**config.mk**
```make
export PLATFORM = sky130hd
export DESIGN_NAME = pmux_port
export DESIGN_NICKNAME = d
export VERILOG_FILES = /design/src/rtl/pmux_pkg.sv /design/src/rtl/pmux_sync.sv /design/src/rtl/pmux_regs.sv /design/src/rtl/pmux_arb.sv /design/src/rtl/pmux_pads.sv /design/src/rtl/pmux_port.sv
export SDC_FILE = /design/constraint.sdc
export NUM_CORES = 1
export LEC_CHECK = 0
export ABC_CLOCK_PERIOD_IN_PS = 2000
export BUFFER_PORTS_ARGS = -buffer_cell sky130_fd_sc_hd__buf_2
export CAP_MARGIN = 20
export CORE_MARGIN = 3
export CORE_UTILIZATION = 52
export DETAILED_ROUTE_END_ITERATION = 10
export MAX_ROUTING_LAYER = met4
export PLACE_DENSITY_LB_ADDON = 0.15
export REMOVE_ABC_BUFFERS = 1
export SETUP_SLACK_MARGIN = 0.5
export SYNTH_ARGS = -nofsm -noshare
export SYNTH_HDL_FRONTEND = slang
export SYNTH_HIERARCHICAL = 1
export SYNTH_SLANG_ARGS = --single-unit
export TNS_END_PERCENT = 5
```
**constraint.sdc**
```tcl
create_clock -name clk -period 2 [get_ports clk]
set_clock_uncertainty 0.2 [all_clocks]
set_input_delay 0.1 -clock clk [delete_from_list [all_inputs] [get_ports clk]]
set_output_delay 0.1 -clock clk [all_outputs]
set_load 0.02 [all_outputs]
```
**src/rtl/pmux_pkg.sv**
```systemverilog
package pmux_pkg;

    localparam int NPINS = 8;

    // pin positions that the ownership logic depends on
    localparam int P_C0RX = 0;
    localparam int P_C0TX = 1;
    localparam int P_MISO = 3;
    localparam int P_MOSI = 4;
    localparam int P_SS   = 5;

    typedef enum logic [1:0] {
        SEL_DATA = 2'd0,
        SEL_DIR  = 2'd1,
        SEL_IN   = 2'd2,
        SEL_NONE = 2'd3
    } sel_e;

    typedef enum logic [2:0] {
        OWN_GPIO  = 3'd0,
        OWN_CAN0  = 3'd1,
        OWN_CAN0R = 3'd2,
        OWN_CAN1  = 3'd3,
        OWN_CAN2  = 3'd4,
        OWN_CAN4R = 3'd5,
        OWN_SPI   = 3'd6
    } own_e;

    typedef struct packed {
        logic can0;
        logic can0r;
        logic can1;
        logic can2;
        logic can4r;
        logic spi;
    } en_t;

    typedef struct packed {
        logic [NPINS-1:0] data;
        logic [NPINS-1:0] dir;
    } regs_t;

endpackage

```
**src/rtl/pmux_sync.sv**
```systemverilog
module pmux_sync #(
    parameter int W      = 8,
    parameter int STAGES = 2
) (
    input  logic         clk,
    input  logic [W-1:0] din,
    output logic [W-1:0] dout
);

    logic [W-1:0] stg_d [STAGES];
    logic [W-1:0] stg_q [STAGES];

    always_comb begin
        stg_d[0] = din;
        for (int k = 1; k < STAGES; k++) begin
            stg_d[k] = stg_q[k-1];
        end
    end

    // no reset: the synchronized pad state is unaffected by reset
    always_ff @(posedge clk) begin
        for (int k = 0; k < STAGES; k++) begin
            stg_q[k] <= stg_d[k];
        end
    end

    assign dout = stg_q[STAGES-1];

endmodule

```
**src/rtl/pmux_regs.sv**
```systemverilog
module pmux_regs
    import pmux_pkg::*;
(
    input  logic             clk,
    input  logic             rst_n,
    input  logic [1:0]       sel,
    input  logic             wr,
    input  logic [NPINS-1:0] wdata,
    input  logic [NPINS-1:0] pin_sync,
    output logic [NPINS-1:0] rdata,
    output logic [NPINS-1:0] data_q,
    output logic [NPINS-1:0] dir_q
);

    regs_t regs_d;
    regs_t regs_q;
    sel_e  sel_v;

    assign sel_v = sel_e'(sel);

    always_comb begin
        regs_d = regs_q;
        if (wr) begin
            case (sel_v)
                SEL_DATA: regs_d.data = wdata;
                SEL_DIR:  regs_d.dir  = wdata;
                default:  regs_d      = regs_q;
            endcase
        end
    end

    always_ff @(posedge clk or negedge rst_n) begin
        if (!rst_n) begin
            regs_q <= '0;
        end else begin
            regs_q <= regs_d;
        end
    end

    always_comb begin
        case (sel_v)
            SEL_DATA: rdata = (regs_q.dir & regs_q.data) | (~regs_q.dir & pin_sync);
            SEL_DIR:  rdata = regs_q.dir;
            SEL_IN:   rdata = pin_sync;
            default:  rdata = '0;
        endcase
    end

    assign data_q = regs_q.data;
    assign dir_q  = regs_q.dir;

endmodule

```
**src/rtl/pmux_arb.sv**
```systemverilog
module pmux_arb
    import pmux_pkg::*;
(
    input  en_t  en,
    output own_e own [NPINS]
);

    for (genvar p = 0; p < NPINS; p++) begin : g_pin
        if (p == P_C0RX || p == P_C0TX) begin : g_can0
            assign own[p] = en.can0 ? OWN_CAN0 : OWN_GPIO;
        end else if (p == P_MISO) begin : g_miso
            always_comb begin
                if (en.can1)       own[p] = OWN_CAN1;
                else if (en.can0r) own[p] = OWN_CAN0R;
                else if (en.spi)   own[p] = OWN_SPI;
                else               own[p] = OWN_GPIO;
            end
        end else if (p == P_MOSI) begin : g_mosi
            always_comb begin
                if (en.can2)       own[p] = OWN_CAN2;
                else if (en.can0r) own[p] = OWN_CAN0R;
                else if (en.can4r) own[p] = OWN_CAN4R;
                else if (en.spi)   own[p] = OWN_SPI;
                else               own[p] = OWN_GPIO;
            end
        end else if (p == P_SS) begin : g_ss
            always_comb begin
                if (en.can1)       own[p] = OWN_CAN1;
                else if (en.can0r) own[p] = OWN_CAN0R;
                else if (en.spi)   own[p] = OWN_SPI;
                else               own[p] = OWN_GPIO;
            end
        end else begin : g_plain
            assign own[p] = OWN_GPIO;
        end
    end

endmodule

```
**src/rtl/pmux_pads.sv**
```systemverilog
module pmux_pads
    import pmux_pkg::*;
(
    input  own_e             own [NPINS],
    input  logic [NPINS-1:0] data_q,
    input  logic [NPINS-1:0] dir_q,
    input  logic [NPINS-1:0] pin_sync,
    input  logic             spi_master,
    input  logic             can0_tx,
    input  logic             can0r_tx,
    input  logic             can1_tx,
    input  logic             spi_mosi_o,
    input  logic             spi_ss_o,
    input  logic             spi_miso_o,
    output logic [NPINS-1:0] pad_out,
    output logic [NPINS-1:0] pad_oe,
    output logic             can0_rx,
    output logic             can0r_rx,
    output logic             can1_rx,
    output logic             can2_rx,
    output logic             can4r_rx,
    output logic             spi_mosi_i,
    output logic             spi_ss_i,
    output logic             spi_miso_i
);

    // pad drive: GPIO follows the registers, receive owners leave the pad at 0/0
    always_comb begin
        pad_out = '0;
        pad_oe  = '0;
        for (int i = 0; i < NPINS; i++) begin
            if (own[i] == OWN_GPIO) begin
                pad_out[i] = data_q[i];
                pad_oe[i]  = dir_q[i];
            end
        end
        if (own[P_C0TX] == OWN_CAN0) begin
            pad_out[P_C0TX] = can0_tx;
            pad_oe[P_C0TX]  = 1'b1;
        end
        if (own[P_MISO] == OWN_SPI && !spi_master) begin
            pad_out[P_MISO] = spi_miso_o;
            pad_oe[P_MISO]  = 1'b1;
        end
        if (own[P_MOSI] == OWN_SPI && spi_master) begin
            pad_out[P_MOSI] = spi_mosi_o;
            pad_oe[P_MOSI]  = 1'b1;
        end
        case (own[P_SS])
            OWN_CAN1: begin
                pad_out[P_SS] = can1_tx;
                pad_oe[P_SS]  = 1'b1;
            end
            OWN_CAN0R: begin
                pad_out[P_SS] = can0r_tx;
                pad_oe[P_SS]  = 1'b1;
            end
            OWN_SPI: begin
                if (spi_master) begin
                    pad_out[P_SS] = spi_ss_o;
                    pad_oe[P_SS]  = 1'b1;
                end
            end
            default: ;
        endcase
    end

    // receive routing: an unclaimed receive line idles high
    always_comb begin
        can0_rx    = (own[P_C0RX] == OWN_CAN0)  ? pin_sync[P_C0RX] : 1'b1;
        can1_rx    = (own[P_MISO] == OWN_CAN1)  ? pin_sync[P_MISO] : 1'b1;
        can2_rx    = (own[P_MOSI] == OWN_CAN2)  ? pin_sync[P_MOSI] : 1'b1;
        can4r_rx   = (own[P_MOSI] == OWN_CAN4R) ? pin_sync[P_MOSI] : 1'b1;
        spi_miso_i = (own[P_MISO] == OWN_SPI && spi_master)  ? pin_sync[P_MISO] : 1'b1;
        spi_mosi_i = (own[P_MOSI] == OWN_SPI && !spi_master) ? pin_sync[P_MOSI] : 1'b1;
        spi_ss_i   = (own[P_SS]   == OWN_SPI && !spi_master) ? pin_sync[P_SS]   : 1'b1;
        if (own[P_MOSI] == OWN_CAN0R) begin
            can0r_rx = pin_sync[P_MOSI];
        end else if (own[P_MISO] == OWN_CAN0R) begin
            can0r_rx = pin_sync[P_MISO];
        end else begin
            can0r_rx = 1'b1;
        end
    end

endmodule

```
**src/rtl/pmux_port.sv**
```systemverilog
module pmux_port
    import pmux_pkg::*;
#(
    parameter int SYNC_STAGES = 2
) (
    input  logic             clk,
    input  logic             rst_n,
    input  logic [1:0]       reg_sel,
    input  logic             reg_wr,
    input  logic [NPINS-1:0] reg_wdata,
    output logic [NPINS-1:0] reg_rdata,
    input  logic [NPINS-1:0] pad_in,
    output logic [NPINS-1:0] pad_out,
    output logic [NPINS-1:0] pad_oe,
    input  logic             can0_en,
    input  logic             can0_tx,
    output logic             can0_rx,
    input  logic             can0r_en,
    input  logic             can0r_tx,
    output logic             can0r_rx,
    input  logic             can1_en,
    input  logic             can1_tx,
    output logic             can1_rx,
    input  logic             can2_en,
    output logic             can2_rx,
    input  logic             can4r_en,
    output logic             can4r_rx,
    input  logic             spi_en,
    input  logic             spi_master,
    input  logic             spi_mosi_o,
    output logic             spi_mosi_i,
    input  logic             spi_ss_o,
    output logic             spi_ss_i,
    input  logic             spi_miso_o,
    output logic             spi_miso_i
);

    logic [NPINS-1:0] pin_sync;
    logic [NPINS-1:0] data_q;
    logic [NPINS-1:0] dir_q;
    en_t              en;
    own_e             own [NPINS];

    assign en = '{can0: can0_en, can0r: can0r_en, can1: can1_en,
                  can2: can2_en, can4r: can4r_en, spi: spi_en};

    pmux_sync #(.W(NPINS), .STAGES(SYNC_STAGES)) u_sync (
        .clk  (clk),
        .din  (pad_in),
        .dout (pin_sync)
    );

    pmux_regs u_regs (
        .clk      (clk),
        .rst_n    (rst_n),
        .sel      (reg_sel),
        .wr       (reg_wr),
        .wdata    (reg_wdata),
        .pin_sync (pin_sync),
        .rdata    (reg_rdata),
        .data_q   (data_q),
        .dir_q    (dir_q)
    );

    pmux_arb u_arb (
        .en  (en),
        .own (own)
    );

    pmux_pads u_pads (
        .own        (own),
        .data_q     (data_q),
        .dir_q      (dir_q),
        .pin_sync   (pin_sync),
        .spi_master (spi_master),
        .can0_tx    (can0_tx),
        .can0r_tx   (can0r_tx),
        .can1_tx    (can1_tx),
        .spi_mosi_o (spi_mosi_o),
        .spi_ss_o   (spi_ss_o),
        .spi_miso_o (spi_miso_o),
        .pad_out    (pad_out),
        .pad_oe     (pad_oe),
        .can0_rx    (can0_rx),
        .can0r_rx   (can0r_rx),
        .can1_rx    (can1_rx),
        .can2_rx    (can2_rx),
        .can4r_rx   (can4r_rx),
        .spi_mosi_i (spi_mosi_i),
        .spi_ss_i   (spi_ss_i),
        .spi_miso_i (spi_miso_i)
    );

endmodule

```
==> impl_metrics.env <==
export IMPL_status="finished, final reports clean"
export IMPL_antenna_found_initial=0
export IMPL_diodes=0
export IMPL_fill_cells=205
export IMPL_avgViaCountPerCell=4.89
export IMPL_area_growth_syn_to_layout_pct=40.8
export IMPL_fin_area_sq_mm=0.00236
export IMPL_fin_crit_sh_pct=78.5
export IMPL_die_y_um=62.8
export IMPL_grt_start_max_net_pins=17
export IMPL_grt_usage_pct=21.2
export IMPL_drt_iter0_markers=43
export IMPL_final_max_slew_violation_count=0
export IMPL_clkTransAtPathRegs_ps=110
export IMPL_max_freq_mhz=637
export IMPL_synth_area_per_cell_sq_um=9.97
export IMPL_grt_overflow=0
export IMPL_core_area_sq_mm=0.00290
export IMPL_hold_viol=0
export IMPL_p_int_mw=1.21
export IMPL_synth_seq_cells=32
export IMPL_max_cap_violations=0
export IMPL_vdd_drop_max_v=0.000491
export IMPL_ys_warn_count=6
export IMPL_seq_area_frac_synth_pct=43.0
export IMPL_cp_start_kind="register"
export IMPL_endpoint_kind="output pin"
export IMPL_cts_root_buf="clkbuf_4"
export IMPL_worst_skew_pair_late_latency_ps=330
export IMPL_hold_class="primary input to register"
export IMPL_setup_viol=0
export IMPL_via_count=1452
export IMPL_die_area_sq_mm=0.00394
export IMPL_p_per_area_mw_per_mm2=713
export IMPL_avgRoutedWirePerCell_um=13.3
export IMPL_min_period_ps=1570
export IMPL_swShare_pct=28.2
export IMPL_multi_input_area_sq_um=905
export IMPL_critPathMaxFanout=3
export IMPL_htreeDepth=2
export IMPL_cp_arrival_ps=1270
export IMPL_clk_path_buf_depth=2
export IMPL_port_buffer_count=65
export IMPL_final_nets=288
export IMPL_hpwl_um=2730
export IMPL_switchingPower_mw=0.474
export IMPL_place_congestion=0.882
export IMPL_seqPwrFrac_pct=45.7
export IMPL_cts_buffers=5
export IMPL_pin_count=66
export IMPL_synth_distinct_cells=35
export IMPL_start_util_pct=57.8
export IMPL_cts_tree="yes"
export IMPL_grt_pass1_vias=1510
export IMPL_totalWireLength_um=3950
export IMPL_regArea_sq_um=723
export IMPL_p_leak_nw=1.10
export IMPL_hold_ws_ps=28.6
export IMPL_synthCells=168
export IMPL_post_place_ws_ps=324
export IMPL_rsz0062_at_grt="yes"
export IMPL_combPwrFrac_pct=25.7
export IMPL_num_rows=19
export IMPL_chipWidth_um=62.8
export IMPL_ant_nets=0
export IMPL_worst_ep_required_time_ps=1700
export IMPL_drc=0
export IMPL_setup_ws_ps=431
export IMPL_first_pass_iters=4
export IMPL_drive_gt1_share_pct=44.7
export IMPL_grt_pass1_wl_um=6420
export IMPL_placed_area_sq_mm=0.00196
export IMPL_tns_ps=0
export IMPL_power_clock_fraction_pct=28.6
export IMPL_syn_cell_area_sq_mm=0.00168
export IMPL_cts_sinks=32
export IMPL_crit_type="register to output pin"
[routing by layer]
metal  routed length, um  up-vias  track usage (%)
li1                    -      720                -
met1                1530      679             22.4
met2                2110       42             37.3
met3                 212       11             5.76
met4                  98        0             8.54
met5                   0        -                -
[state kept, by name (all words and copies together), names as in the netlist]
signal         cells
u_sync/stg_q      16
u_regs/data_q      8
u_regs/dir_q       8
[layout by cell type (no fill, tap or decap), types with 6 or more instances in the layout]
| cell | count |
|---|---|
| buf_2 | 55 |
| dfrtp_1 | 16 |
| nor2b_2 | 6 |
| mux2i_1 | 9 |
| conb_1 | 13 |
| and2_1 | 8 |
| dlygate4sd3_1 | 18 |
| nor2_1 | 14 |
| dfxtp_1 | 14 |
| nand2b_1 | 10 |
| mux2_2 | 13 |
| nor3_1 | 6 |
| nand2_1 | 7 |
| buf_4 | 12 |
[power by group through the flow]
stage	Sequential (mW)	Combinational (mW)	Clock [mW]
6_report	0.768	0.433	0.481
5_1_grt	0.779	0.469	0.528
4_1_cts	0.770	0.399	0.494
3_5_place_dp	0.784	0.354	0
3_3_place_gp	0.779	0.340	0
2_1_floorplan	0.766	0.231	0
[timing repair]
item                                   in CTS  in global routing
hold buffers                               18                  0
buffers inserted                            2                  2
gates resized for setup                    14                 19
setup endpoints to repair                  17                 22
pin swaps                                   3                  1
endpoints found under the hold margin      40                  0
cloned                                      0                  0
[synth_stat cells (all sizes together)]
master  instances  share of area [%]
or4b            1               0.60
nand3b          1               0.45
conb            1               0.22
dfxtp          16                 19
nand2           7                1.6
a21oi           6                2.0
nor2b           8                3.0
o32a            1               0.60
nor3b           6                3.7
o21ai           3               0.90
nor3            6                1.8
o21bai          1               0.45
nand4           4                1.5
nor4b           1               0.52
and2            8                3.0
mux2           17                 12
a21o            1               0.45
nand3           2               0.60
nor2           14                3.1
or3             3                1.1
buf            22                9.3
mux2i           9                5.4
dfrtp          16                 24
nand2b         11                4.3
or2             1               0.37
inv             2               0.45
[path summary, 6_finish.rpt]
| kind | slack (ps) | cells after the start | endpoint | from |
|---|---|---|---|---|
| min in group asynchronous | 540 | 3 | u_regs/dir_q[7] | rst_n |
| hold / removal | 30 | 3 | u_regs/data_q[4] | reg_sel[0] |
| hold reg to reg | 130 | 0 | u_sync/stg_q[0][12] | u_sync/stg_q[0][4] |
| setup / recovery | 430 | 3 | can2_rx | u_sync/stg_q[0][12] |
| setup reg to reg | 930 | 2 | u_regs/dir_q[4] | u_regs/dir_q[4] |
| max in group asynchronous | 790 | 3 | u_regs/dir_q[4] | rst_n |
[final cells by class]
cell class                      count  share of cell area [%]
Inverter                            2                   0.318
Timing Repair Buffer               89                    25.0
Tap cell                           42                    2.23
Multi-Input combinational cell    124                    38.4
Clock buffer                        5                    1.59
Clock inverter                      3                    1.80
Sequential cell                    32                    30.7
[critical path, stage by stage, from the launching register on]
cell and delay [ps]:
dfxtp_2 330, nand2b_4 140, or3_4 340, buf_6 140
[cell families after synthesis]
group	synth area share (%)
AO/OA/AOI/OAI	4.41
buffers and inverters	9.78
flip-flops	43.0
multiplexers	17.0
other	0.224
AND/OR/NAND/NOR	25.5
[stage by stage]
stage / power [mW] / cells / utilization, %
3_5_place_dp: 1.14 / 267 / 67.5
6_report: 1.68 / 297 / 81.3
4_1_cts: 1.66 / 295 / 78.6
2_1_floorplan: 0.997 / 158 / -
5_1_grt: 1.78 / 297 / 81.3
3_3_place_gp: 1.12 / 267 / 67.5
Note: power is estimated with default switching activity, not from simulation.
